[src/rtl/bitsync_pkg.sv]
package bitsync_pkg;
  typedef enum logic [1:0] {
    TRK_FAST     = 2'b00,
    TRK_SLOW     = 2'b01,
    TRK_AUTO     = 2'b10,
    TRK_AUTO_ALT = 2'b11
  } trk_mode_e;
endpackage

[src/rtl/bitsync_vote.sv]
module bitsync_vote #(
  parameter int TAPS = 5
) (
  input  logic clk,
  input  logic rst_n,
  input  logic clr,
  input  logic tick,
  input  logic din,
  output logic dout,
  output logic edge_o
);
  localparam int CW = $clog2(TAPS + 1);
  localparam logic [CW-1:0] THR = CW'(TAPS / 2 + 1);

  logic [TAPS-1:0] win_q, win_d;
  logic [CW-1:0]   ones;
  logic            vote;

  always_comb begin
    win_d = {win_q[TAPS-2:0], din};
    ones  = '0;
    for (int i = 0; i < TAPS; i++) ones = ones + CW'(win_d[i]);
    vote  = (ones >= THR);
  end

  // a filtered edge exists when this tick's vote disagrees with the held value
  assign edge_o = tick && (vote != dout);

  always_ff @(posedge clk or negedge rst_n) begin
    if (!rst_n) begin
      win_q <= '0;
      dout  <= 1'b0;
    end else if (clr) begin
      win_q <= '0;
      dout  <= 1'b0;
    end else if (tick) begin
      win_q <= win_d;
      dout  <= vote;
    end
  end
endmodule

[src/rtl/bitsync_phase.sv]
module bitsync_phase #(
  parameter int OSR = 29,
  parameter int WIN = 3
) (
  input  logic clk,
  input  logic rst_n,
  input  logic clr,
  input  logic tick,
  input  logic edge_i,
  input  logic slow_i,
  output logic strobe_o,
  output logic good_o,
  output logic bad_o
);
  localparam int PW = $clog2(OSR + 1);
  localparam logic [PW-1:0] LAST = PW'(OSR - 1);
  localparam logic [PW-1:0] MID  = PW'(OSR / 2);
  localparam logic [PW-1:0] SPAN = PW'(OSR);
  localparam logic [PW-1:0] WLIM = PW'(WIN);
  localparam logic [PW-1:0] ONE  = PW'(1);

  logic [PW-1:0] ph_q, nxt, ph_d, mag;
  logic          late, early;

  always_comb begin
    nxt   = (ph_q == LAST) ? '0 : ph_q + ONE;
    // counter ahead of the edge (late edge relative to phase 0) or behind it
    late  = (nxt != '0) && (nxt <= MID);
    early = (nxt > MID);
    mag   = early ? (SPAN - nxt) : nxt;
    if (!edge_i)      ph_d = nxt;
    else if (!slow_i) ph_d = '0;
    else if (late)    ph_d = nxt - ONE;
    else if (early)   ph_d = (nxt == LAST) ? '0 : nxt + ONE;
    else              ph_d = nxt;
    good_o = tick && edge_i && (mag <= WLIM);
    bad_o  = tick && edge_i && (mag > WLIM);
  end

  always_ff @(posedge clk or negedge rst_n) begin
    if (!rst_n) begin
      ph_q     <= '0;
      strobe_o <= 1'b0;
    end else if (clr) begin
      ph_q     <= '0;
      strobe_o <= 1'b0;
    end else begin
      strobe_o <= tick && (ph_d == MID);
      if (tick) ph_q <= ph_d;
    end
  end
endmodule

[src/rtl/bitsync_lock.sv]
module bitsync_lock #(
  parameter int RUN = 8
) (
  input  logic clk,
  input  logic rst_n,
  input  logic clr,
  input  logic good_i,
  input  logic bad_i,
  output logic locked_o
);
  localparam int CW = $clog2(RUN);
  localparam logic [CW-1:0] LASTC = CW'(RUN - 1);

  logic [CW-1:0] run_q;

  always_ff @(posedge clk or negedge rst_n) begin
    if (!rst_n) begin
      run_q    <= '0;
      locked_o <= 1'b0;
    end else if (clr) begin
      run_q    <= '0;
      locked_o <= 1'b0;
    end else if (bad_i) begin
      run_q <= '0;
    end else if (good_i) begin
      if (run_q == LASTC) locked_o <= 1'b1;
      else                run_q    <= run_q + CW'(1);
    end
  end
endmodule

[src/rtl/bitsync_recovery.sv]
module bitsync_recovery
  import bitsync_pkg::*;
#(
  parameter int OSR  = 29,
  parameter int TAPS = 5,
  parameter int WIN  = 3,
  parameter int RUN  = 8
) (
  input  logic       clk,
  input  logic       rst_n,
  input  logic       restart,
  input  logic       samp_tick,
  input  logic       raw_in,
  input  logic [1:0] mode,
  output logic       out_data,
  output logic       out_valid,
  output logic       locked
);
  trk_mode_e trk;
  logic      filt_edge, slow_sel, good_edge, bad_edge;

  assign trk      = trk_mode_e'(mode);
  assign slow_sel = (trk == TRK_SLOW) ||
                    (((trk == TRK_AUTO) || (trk == TRK_AUTO_ALT)) && locked);

  bitsync_vote #(.TAPS(TAPS)) u_vote (
    .clk(clk), .rst_n(rst_n), .clr(restart), .tick(samp_tick),
    .din(raw_in), .dout(out_data), .edge_o(filt_edge)
  );

  bitsync_phase #(.OSR(OSR), .WIN(WIN)) u_phase (
    .clk(clk), .rst_n(rst_n), .clr(restart), .tick(samp_tick),
    .edge_i(filt_edge), .slow_i(slow_sel),
    .strobe_o(out_valid), .good_o(good_edge), .bad_o(bad_edge)
  );

  bitsync_lock #(.RUN(RUN)) u_lock (
    .clk(clk), .rst_n(rst_n), .clr(restart),
    .good_i(good_edge), .bad_i(bad_edge), .locked_o(locked)
  );
endmodule

[config.mk]
export PLATFORM = sky130hd
export DESIGN_NAME = bitsync_recovery
export DESIGN_NICKNAME = d
export VERILOG_FILES = /design/src/rtl/bitsync_pkg.sv /design/src/rtl/bitsync_vote.sv /design/src/rtl/bitsync_phase.sv /design/src/rtl/bitsync_lock.sv /design/src/rtl/bitsync_recovery.sv
export SDC_FILE = /design/constraint.sdc
export NUM_CORES = 1
export LEC_CHECK = 0
export BUFFER_PORTS_ARGS = -buffer_cell sky130_fd_sc_hd__clkbuf_2
export CORE_ASPECT_RATIO = 1.5
export CORE_MARGIN = 2
export CORE_UTILIZATION = 60
export CTS_CLUSTER_DIAMETER = 40
export CTS_CLUSTER_SIZE = 16
export DETAILED_ROUTE_END_ITERATION = 10
export PLACE_DENSITY = 0.87
export SLEW_MARGIN = 5
export SYNTH_ARGS = -nofsm -noshare
export SYNTH_HDL_FRONTEND = slang
export SYNTH_SLANG_ARGS = --single-unit
[constraint.sdc]
create_clock -name clk -period 3.3 [get_ports clk]
set_input_delay 0.33 -clock clk [delete_from_list [all_inputs] [get_ports clk]]
set_output_delay 0.33 -clock clk [all_outputs]
set_load 0.01 [all_outputs]
# Yosys cells after proc, flatten, opt, wreduce, memory -nomap -nowiden
# Index checks and enable logic that the tools add are counted.
# totals
regBits	15
latch_bits	0
mem_bits_rw	0
rom_bits	0
elab_cells	68
n_memories	0
# op_classes
addsub	9
multipliers	0
n_div	0
n_lt_le_gt_ge	5
eq_ne	10
n_shift	0
muxes	22
bitwise	0
n_reduce_logical	16
# ops
op	n
5-bit 2-to-1 mux	9
3-bit 2-to-1 mux	4
5-bit by 1-bit adder with 5-bit output (second input constant)	2
5-bit equality test (second input constant)	2
4-bit 2-to-1 mux	2
1-bit logical AND	7
1-bit 2-to-1 mux	7
3-bit by 1-bit adder with 3-bit output	2
2-bit nonzero test	3
5-bit by 4-bit equality test with 1-bit output (second input constant)	1
5-bit by 2-bit greater-than comparator with 1-bit output (second input constant)	1
5-bit by 4-bit greater-than comparator with 1-bit output (second input constant)	1
5-bit by 2-bit <= comparator with 1-bit output (second input constant)	1
5-bit by 4-bit <= comparator with 1-bit output (second input constant)	1
5-bit nonzero test	1
5-bit by 1-bit subtractor with 5-bit output (second input constant)	1
5-bit subtractor (first input constant)	1
2-bit equality test (second input constant)	2
2-bit by 1-bit adder with 3-bit output	1
3-bit by 1-bit adder with 3-bit output (second input constant)	1
3-bit equality test (second input constant)	1
3-bit by 2-bit greater-or-equal comparator with 1-bit output (second input constant)	1
3-bit inequality test (second input constant)	1
3-bit AND reduction	1
7 further kinds	8

# Depth between registers and ports, before layout
# Gate-level depths: netlist of run 1.
# logic_depth
word_depth	12
ltp_mapped	13
ltp_nobuf	12

# Hierarchy
# Synthesis of run 1 repeated with hierarchy kept, for this count alone.
# hier_totals
cells_unflattened	146
area_unflattened_um2	1365.1
# modules_own_cells
mod	instances	cells_per_inst	area_per_inst_um2	seq_area_each_um2
bitsync_phase	1	98	827.0	150.1
bitsync_vote	1	31	321.6	125.1
bitsync_lock	1	16	201.4	100.1
bitsync_recovery	1	1	15.0	0.0

# Least setup slack after synthesis of run 1
# No wires, ideal clock.
# synth_timing
path_type	register to register
start	register u_vote.win_q[0]
end	register u_phase.ph_q[4]
setup_ns	0.069
arrival_time_ns	2.897
t_required_ns	3.231
path_slack_ns	0.334
path_stages_with_launch	14
synth_period_minus_slack_ns	2.966
cell_sequence	dfrtp_1 -> inv_1 -> fa_1 -> fa_1 -> inv_1 -> ha_1 -> nor2b_1 -> o21ai_0 -> and3_1 -> clkbuf_1 -> a21oi_1 -> or3_1 -> mux2_4 -> nor2_2
# synth_via
elab_chain_len	10
# synth_rtl
item	line	source
start: declaration	bitsync_vote.sv:15	logic [TAPS-1:0] win_q, win_d;
start signal: assignment	bitsync_vote.sv:37	win_q <= win_d;
1-bit by 1-bit adder with 2-bit output	bitsync_vote.sv:22	for (int i = 0; i < TAPS; i++) ones = ones + CW'(win_d[i]);
2-bit by 1-bit adder with 3-bit output	bitsync_vote.sv:22	
3-bit by 1-bit adder with 3-bit output (2 in a row)	bitsync_vote.sv:22	
3-bit by 2-bit greater-or-equal comparator with 1-bit output	bitsync_vote.sv:23	vote = (ones >= THR);
1-bit inequality test	bitsync_vote.sv:27	assign edge_o = tick && (vote != dout);
1-bit logical AND	bitsync_vote.sv:27	
5-bit 2-to-1 mux	bitsync_phase.sv:31	if (!edge_i) ph_d = nxt;
5-bit 2-to-1 mux	bitsync_phase.sv:49	if (tick) ph_q <= ph_d;
5-bit 2-to-1 mux	bitsync_phase.sv:44	end else if (clr) begin
end signal: assignment	bitsync_phase.sv:49	
end: declaration	bitsync_phase.sv:22	logic [PW-1:0] ph_q, nxt, ph_d, mag;
# Every way passes these cells. The select of a mux whose other input is x is not followed.
# A chain may end at the register's enable or synchronous reset.

# Worst setup path in the final report of run 1
# layout_timing
start	register u_vote.win_q[0]
end	register u_phase.strobe_o
# layout_via
elab_chain_len	11
# layout_rtl
item	line	source
1-bit by 1-bit adder with 2-bit output	bitsync_vote.sv:22	
2-bit by 1-bit adder with 3-bit output	bitsync_vote.sv:22	
3-bit by 1-bit adder with 3-bit output (2 in a row)	bitsync_vote.sv:22	
3-bit by 2-bit greater-or-equal comparator with 1-bit output	bitsync_vote.sv:23	
1-bit inequality test	bitsync_vote.sv:27	
1-bit logical AND	bitsync_vote.sv:27	
5-bit 2-to-1 mux	bitsync_phase.sv:31	
5-bit by 4-bit equality test with 1-bit output	bitsync_phase.sv:48	strobe_o <= tick && (ph_d == MID);
1-bit logical AND	bitsync_phase.sv:48	
1-bit 2-to-1 mux	bitsync_phase.sv:44	
end signal: assignment	bitsync_phase.sv:48	
end: declaration	bitsync_phase.sv:11	output logic strobe_o,
# Every way passes these cells.

==> impl_metrics.env, run 1 <==
export IMPL_start_util_pct=63.5
export IMPL_async_reset_ff_share_pct=100
export IMPL_clk_pin_slew_ns=0.10
export IMPL_period_needed_ns=3.13
export IMPL_core_sq_um=2260
export IMPL_cp_end_kind="flop"
export IMPL_cap_violations=0
export IMPL_synthCells=160
export IMPL_leakagePower_uw=0.000728
export IMPL_grt_pass1_wl_um=5200
export IMPL_detail_route_first_pass_iterations=4
export IMPL_rr_startpoint="u_vote.win_q[0]$_DFFE_PN0P_"
export IMPL_synth_seq_cells=15
export IMPL_powerDensity_nw_per_um2=279
export IMPL_clockBufferDepth=2
export IMPL_drive_above_1_share_pct=16.4
export IMPL_final_cells=194
export IMPL_hold_viol_final=0
export IMPL_grt_usage_pct=24.1
export IMPL_ys_warn_count=0
export IMPL_cts_root_buf="clkbuf_4"
export IMPL_finalSetupViolCount=0
export IMPL_synth_nets=184
export IMPL_io_pins=10
export IMPL_dr_first_iter_drc_count=51
export IMPL_synth_flop_cell="dfrtp_1"
export IMPL_synth_distinct_cells=50
export IMPL_drtAntennaViolNets=0
export IMPL_cts_tree="done"
export IMPL_wl_met1_um=1210
export IMPL_finalHoldWorstSlack_ns=0.303
export IMPL_die_h_um=63.9
export IMPL_status="finished, final reports clean"
export IMPL_worst_slew_pin_slew_ns=0.481
export IMPL_synth_area_per_cell_sq_um=8.96
export IMPL_rsz0062_at_grt="no"
export IMPL_peakVddDrop_v=0.000321
export IMPL_tns_ns=0
export IMPL_grt_pass1_vias=1248
export IMPL_cts_inserted_buffers=3
export IMPL_io_buffer_count=9
export IMPL_synth_seq_area_share_pct=26.2
export IMPL_slew_viol_final=0
export IMPL_arrival_ns=3.33
export IMPL_postCtsSetupRepairBufs=0
export IMPL_antenna_found_initial=0
export IMPL_met3_length_um=120
export IMPL_clock_sinks=15
export IMPL_std_cell_rows=21
export IMPL_fin_skew_ns=0.0102
export IMPL_nets=196
export IMPL_grt_start_max_net_pins=16
export IMPL_die_w_um=43.9
export IMPL_hp_class="input pin to flop"
export IMPL_gp_congestion=0.910
export IMPL_wl_per_cell_um=16.2
export IMPL_slew_headroom_pct=67.3
export IMPL_netlist_area_sq_um=1430
export IMPL_grt_overflow=0
export IMPL_dp_hpwl_um=2490
export IMPL_hold_start="raw_in"
export IMPL_dieArea_sq_um=2800
export IMPL_vias=1247
export IMPL_clkLatencyLatePin_ns=0.29
export IMPL_post_place_cells=189
export IMPL_finalCritPeriodShare_pct=94.8
export IMPL_fmax_mhz=320
export IMPL_area_delta_synth_final_pct=7.24
export IMPL_start_kind="flop"
export IMPL_cp_startpoint="u_vote.win_q[0]$_DFFE_PN0P_"
export IMPL_avgViaCountPerCell=6.43
export IMPL_antenna_cells=0
export IMPL_nFillCells=175
export IMPL_synth_edf_count=0
export IMPL_wirelength_um=3140
export IMPL_cp_data_required_time_ns=3.50
export IMPL_cts_htree_levels=1
export IMPL_drcViolationCount=0
export IMPL_critPathMaxFanout=7
export IMPL_highest_layer="met4"
export IMPL_wl_met2_um=1690
export IMPL_path_class="flop to flop"
==> through the flow <==
| step | total power [uW] | util (%) | cell area (sq um) | setup slack [ns] |
|---|---|---|---|---|
| 2_1_floorplan | 286 | - | 1430 | 0.334 |
| 3_3_place_gp | 314 | 65.8 | 1490 | 0.134 |
| 3_5_place_dp | 320 | 65.8 | 1490 | 0.00647 |
| 4_1_cts | 427 | 67.6 | 1530 | 0.0688 |
| 5_1_grt | 452 | 68.1 | 1540 | 0.00581 |
| 6_report | 429 | 68.1 | 1540 | 0.171 |
==> metal layers <==
layer | global-route usage, % | vias to the layer above
met5 | 0 | -
met4 | 11.4 | 0
met3 | 1.69 | 15
met2 | 45.0 | 47
met1 | 25.8 | 587
li1 | - | 598
==> cells by family (layout without fill, tap and decap cells) <==
kind of cell / after synthesis / after routing / share of synthesized area (%)
buf+inv: 26 / 37 / 7.68
fa+ha+maj: 17 / 17 / 16.4
flops: 15 / 15 / 26.2
xor+xnor: 1 / 1 / 1.13
compound gates: 36 / 36 / 20.3
simple gates: 54 / 54 / 19.8
mux: 11 / 11 / 8.46
==> worst paths after layout <==
path | end | slack, ns | depth (start not counted)
max | u_phase.strobe_o$_DFF_PN0_ | 0.17 | 13
min | u_vote.win_q[0]$_DFFE_PN0P_ | 0.30 | 3
max reg2reg | u_phase.strobe_o$_DFF_PN0_ | 0.17 | 13
min reg2reg | u_lock.run_q[1]$_DFFE_PN0P_ | 0.53 | 1
max in group asynchronous | u_vote.dout$_DFFE_PN0P_ | 2.55 | 2
min in group asynchronous | u_vote.win_q[0]$_DFFE_PN0P_ | 0.48 | 2
==> flip-flops by register name, indices dropped and copies added, names as in the netlist <==
| register | count |
|---|---|
| u_lock.locked_o | 1 |
| u_lock.run_q | 3 |
| u_phase.ph_q | 5 |
| u_phase.strobe_o | 1 |
| u_vote.dout | 1 |
| u_vote.win_q | 4 |
==> power by group <==
| group | internal (uW) | switching, uW |
|---|---|---|
| registers | 189 | 7.66 |
| logic | 44.6 | 78.6 |
| clock network | 46.1 | 62.2 |
| total | 280 | 149 |
==> layout by cell type, fill, tap and decap left out, types with 2 or more instances in the layout <==
master,count
fa_1,3
mux2_2,2
clkbuf_2,9
o221ai_1,2
a22o_1,4
nor4_1,3
nand2_1,10
and3_1,2
a21oi_1,3
nand4_1,3
nand3_2,2
or3_1,2
o21ai_0,6
nor2_1,14
a211oi_1,3
clkbuf_4,3
inv_1,21
mux2i_1,7
nor3_1,3
o211ai_1,2
dfrtp_1,15
nand3_1,5
o211a_1,3
ha_1,14
o21ai_1,2
==> synth_stat cells (2+ instances only) <==
cell type,count,area (sq um)
nand3_2,2,20.0
o21ai_0,7,35.0
nor4_1,3,18.8
and3_1,3,18.8
mux2_2,2,22.5
a211oi_1,4,30.0
nor3_1,3,15.0
nand4_1,3,18.8
fa_1,3,60.1
a22o_1,4,35.0
a21oi_1,3,15.0
o211ai_1,2,15.0
o221ai_1,2,17.5
or3_1,2,12.5
ha_1,14,175
mux2i_1,7,70.1
nand2_1,10,37.5
nand3_1,5,25.0
inv_1,21,78.8
dfrtp_1,15,375
o211a_1,3,30.0
nor2_1,14,52.6
==> critical path: stages (launching register included) <==
cell	delay (ns)
dfrtp_1	0.41
inv_1	0.08
fa_1	0.43
fa_1	0.36
inv_1	0.06
ha_1	0.21
nor2b_1	0.15
or3_1	0.35
nand3_2	0.17
buf_4	0.15
nand2_1	0.05
a22oi_1	0.32
nand2_1	0.11
nor4_1	0.18
==> what timing repair did <==
item	4_1_cts	5_1_grt
endpoints found under the hold margin	15	0
hold buffers	1	0
endpoints found under the setup margin	0	3
gates resized for setup	0	4
==> layout make-up <==
class	instances	area (sq um)	area share [%]
Clock inverter	1	7.51	0.488
Multi-Input combinational cell	119	958	62.3
Timing Repair Buffer	11	62.6	4.07
Tap cell	23	28.8	1.87
Inverter	22	82.6	5.37
Clock buffer	3	22.5	1.46
Sequential cell	15	375	24.4
(Power assumes the default switching activity.)
==> run 2, diff against run 1 <==
--- a/config.mk
+++ b/config.mk
@@ -8,11 +8,11 @@
 export BUFFER_PORTS_ARGS = -buffer_cell sky130_fd_sc_hd__clkbuf_2
 export CORE_ASPECT_RATIO = 1.5
 export CORE_MARGIN = 2
-export CORE_UTILIZATION = 60
+export CORE_UTILIZATION = 55
 export CTS_CLUSTER_DIAMETER = 40
 export CTS_CLUSTER_SIZE = 16
 export DETAILED_ROUTE_END_ITERATION = 10
-export PLACE_DENSITY = 0.87
+export PLACE_DENSITY = 0.82
 export SLEW_MARGIN = 5
 export SYNTH_ARGS = -nofsm -noshare
 export SYNTH_HDL_FRONTEND = slang
==> impl_metrics.env, run 2 (synthesis gave the netlist of run 1 again) <==
export IMPL_grt_pass1_wl_um=5460
export IMPL_post_place_cells=190
export IMPL_detail_route_first_pass_iterations=6
export IMPL_period_needed_ns=3.20
export IMPL_slew_headroom_pct=69.1
export IMPL_clockPowerShare_pct=24.8
export IMPL_holdPathStages=3
export IMPL_wl_per_cell_um=16.5
export IMPL_start_util_pct=58.5
export IMPL_peakVddDrop_v=0.000209
export IMPL_start_kind="flop"
export IMPL_wirelength_um=3220
export IMPL_switching_power_uw=147
export IMPL_dp_slack_ns=-0.0319
export IMPL_final_cells=195
export IMPL_clkLatencyLatePin_ns=0.29
export IMPL_registers_top_by_ff_count="u_phase.ph_q"
export IMPL_rr_startpoint="u_vote.win_q[0]$_DFFE_PN0P_"
export IMPL_hold_start="raw_in"
export IMPL_clockBufferDepth=2
export IMPL_postCtsSetupRepairBufs=0
export IMPL_critPathMaxFanout=7
export IMPL_antenna_found_initial=0
export IMPL_finalCritPeriodShare_pct=96.9
export IMPL_die_w_um=45.7
export IMPL_gp_congestion=0.973
export IMPL_drtAntennaViolNets=0
export IMPL_cts_tree="done"
export IMPL_cp_end_kind="flop"
export IMPL_io_buffer_count=9
export IMPL_slew_viol_final=0
export IMPL_grt_pass1_vias=1267
export IMPL_ff2ff_path_depth=12
export IMPL_cap_violations=0
export IMPL_std_cell_rows=22
export IMPL_die_h_um=66.5
export IMPL_p_int_uw=280
export IMPL_layout_common_cells="inv_1, dfrtp_1, nor2_1, ha_1, nand2_1"
export IMPL_cts_inserted_buffers=3
export IMPL_final_common_cell="inv_1"
export IMPL_finalHoldWorstSlack_ns=0.305
export IMPL_powerDensity_nw_per_um2=277
export IMPL_vias=1261
export IMPL_grt_usage_pct=24.2
export IMPL_nets=196
export IMPL_fin_skew_ns=0.0113
export IMPL_worst_slew_pin_slew_ns=0.455
export IMPL_rsz0062_at_grt="yes"
export IMPL_clk_pin_slew_ns=0.10
export IMPL_io_pins=10
export IMPL_dieArea_sq_um=3040
export IMPL_worst_r2r_setup_slack_ns=0.10
export IMPL_rr_endpoint="u_phase.strobe_o$_DFF_PN0_"
export IMPL_sw_frac_of_total_pct=34.4
export IMPL_arrival_ns=3.40
export IMPL_cp_data_required_time_ns=3.50
export IMPL_holdPathEnd="u_vote.win_q[0]$_DFFE_PN0P_"
export IMPL_finalWorstSetupSlack_ns=0.102
export IMPL_area_delta_synth_final_pct=7.50
export IMPL_share_seq_of_total_power_pct=46.3
export IMPL_cts_root_buf="clkbuf_4"
export IMPL_leakagePower_uw=0.000730
export IMPL_tns_ns=0
export IMPL_dr_first_iter_drc_count=49
export IMPL_core_sq_um=2450
export IMPL_dp_hpwl_um=2440
export IMPL_combPwrFrac_pct=28.9
export IMPL_drcViolationCount=0
export IMPL_drive_above_1_share_pct=17.0
export IMPL_finalSetupViolCount=0
export IMPL_largest_register_ffs=5
export IMPL_avgViaCountPerCell=6.47
export IMPL_cts_htree_levels=1
export IMPL_hold_viol_final=0
export IMPL_clock_sinks=15
export IMPL_status="finished, final reports clean"
export IMPL_grt_start_max_net_pins=16
export IMPL_fmax_mhz=313
export IMPL_path_class="flop to flop"
export IMPL_antenna_cells=0
export IMPL_hp_class="input pin to flop"
export IMPL_reg_largest_list="u_phase.ph_q (5), u_vote.win_q (4), u_lock.run_q (3)"
export IMPL_grt_overflow=0
[run 2: stage by stage]
step	area, sq um	total power [uW]	utilization, %
global route	1540	457	62.9
global placement	1490	313	60.8
floorplan	1430	286	-
CTS	1530	426	62.5
finish	1540	427	62.9
detailed placement	1490	317	60.8
[run 2: how the worst max path moves through the flow]
stage,from,to,slack (ns)
6_report,u_vote.win_q[0]$_DFFE_PN0P_,u_phase.strobe_o$_DFF_PN0_,0.10
3_5_place_dp,raw_in,u_phase.strobe_o$_DFF_PN0_,-0.03
2_1_floorplan,u_vote.win_q[0]$_DFFE_PN0P_,u_phase.ph_q[4]$_DFFE_PN0P_,0.33
5_1_grt,u_vote.win_q[0]$_DFFE_PN0P_,u_phase.strobe_o$_DFF_PN0_,-0.09
3_3_place_gp,raw_in,u_phase.strobe_o$_DFF_PN0_,0.11
4_1_cts,u_vote.win_q[0]$_DFFE_PN0P_,u_phase.strobe_o$_DFF_PN0_,0.02
[run 2: power by group through the flow]
stage | Sequential, uW | Combinational (uW) | Clock (uW)
finish | 197 | 123 | 106
global route | 198 | 136 | 123
CTS | 197 | 118 | 110
detailed placement | 201 | 117 | 0
global placement | 200 | 113 | 0
floorplan | 199 | 87.5 | 0
[run 2: critical path, stage by stage, from the launching register on]
cell	delay, ns
dfrtp_1	0.39
inv_1	0.07
fa_1	0.46
fa_1	0.37
inv_1	0.07
ha_1	0.22
nor2b_1	0.15
o21ai_1	0.19
and3_2	0.29
nand3_1	0.15
o221ai_1	0.32
nand4_1	0.19
nor4_2	0.23
[run 2: final cells by class]
class,count,area (sq um)
Tap cell,24,30.0
Sequential cell,15,375
Inverter,22,82.6
Timing Repair Buffer,11,62.6
Clock inverter,1,7.51
Multi-Input combinational cell,119,961
Fill cell,212,908
Clock buffer,3,22.5
[run 2: routing by layer]
| layer | global-route usage, % | vias up | part of all wire, % |
|---|---|---|---|
| met1 | 24.2 | 581 | 35 |
| met3 | 2.17 | 16 | 5.1 |
| met5 | 0 | - | 0 |
| li1 | - | 594 | - |
| met2 | 44.5 | 70 | 54 |
| met4 | 15.7 | 0 | 5.6 |
[run 2: timing repair]
action                                 CTS  global route
resized for setup                        1             3
setup endpoints to repair                1             3
endpoints found under the hold margin   15             0
hold buffers                             1             0
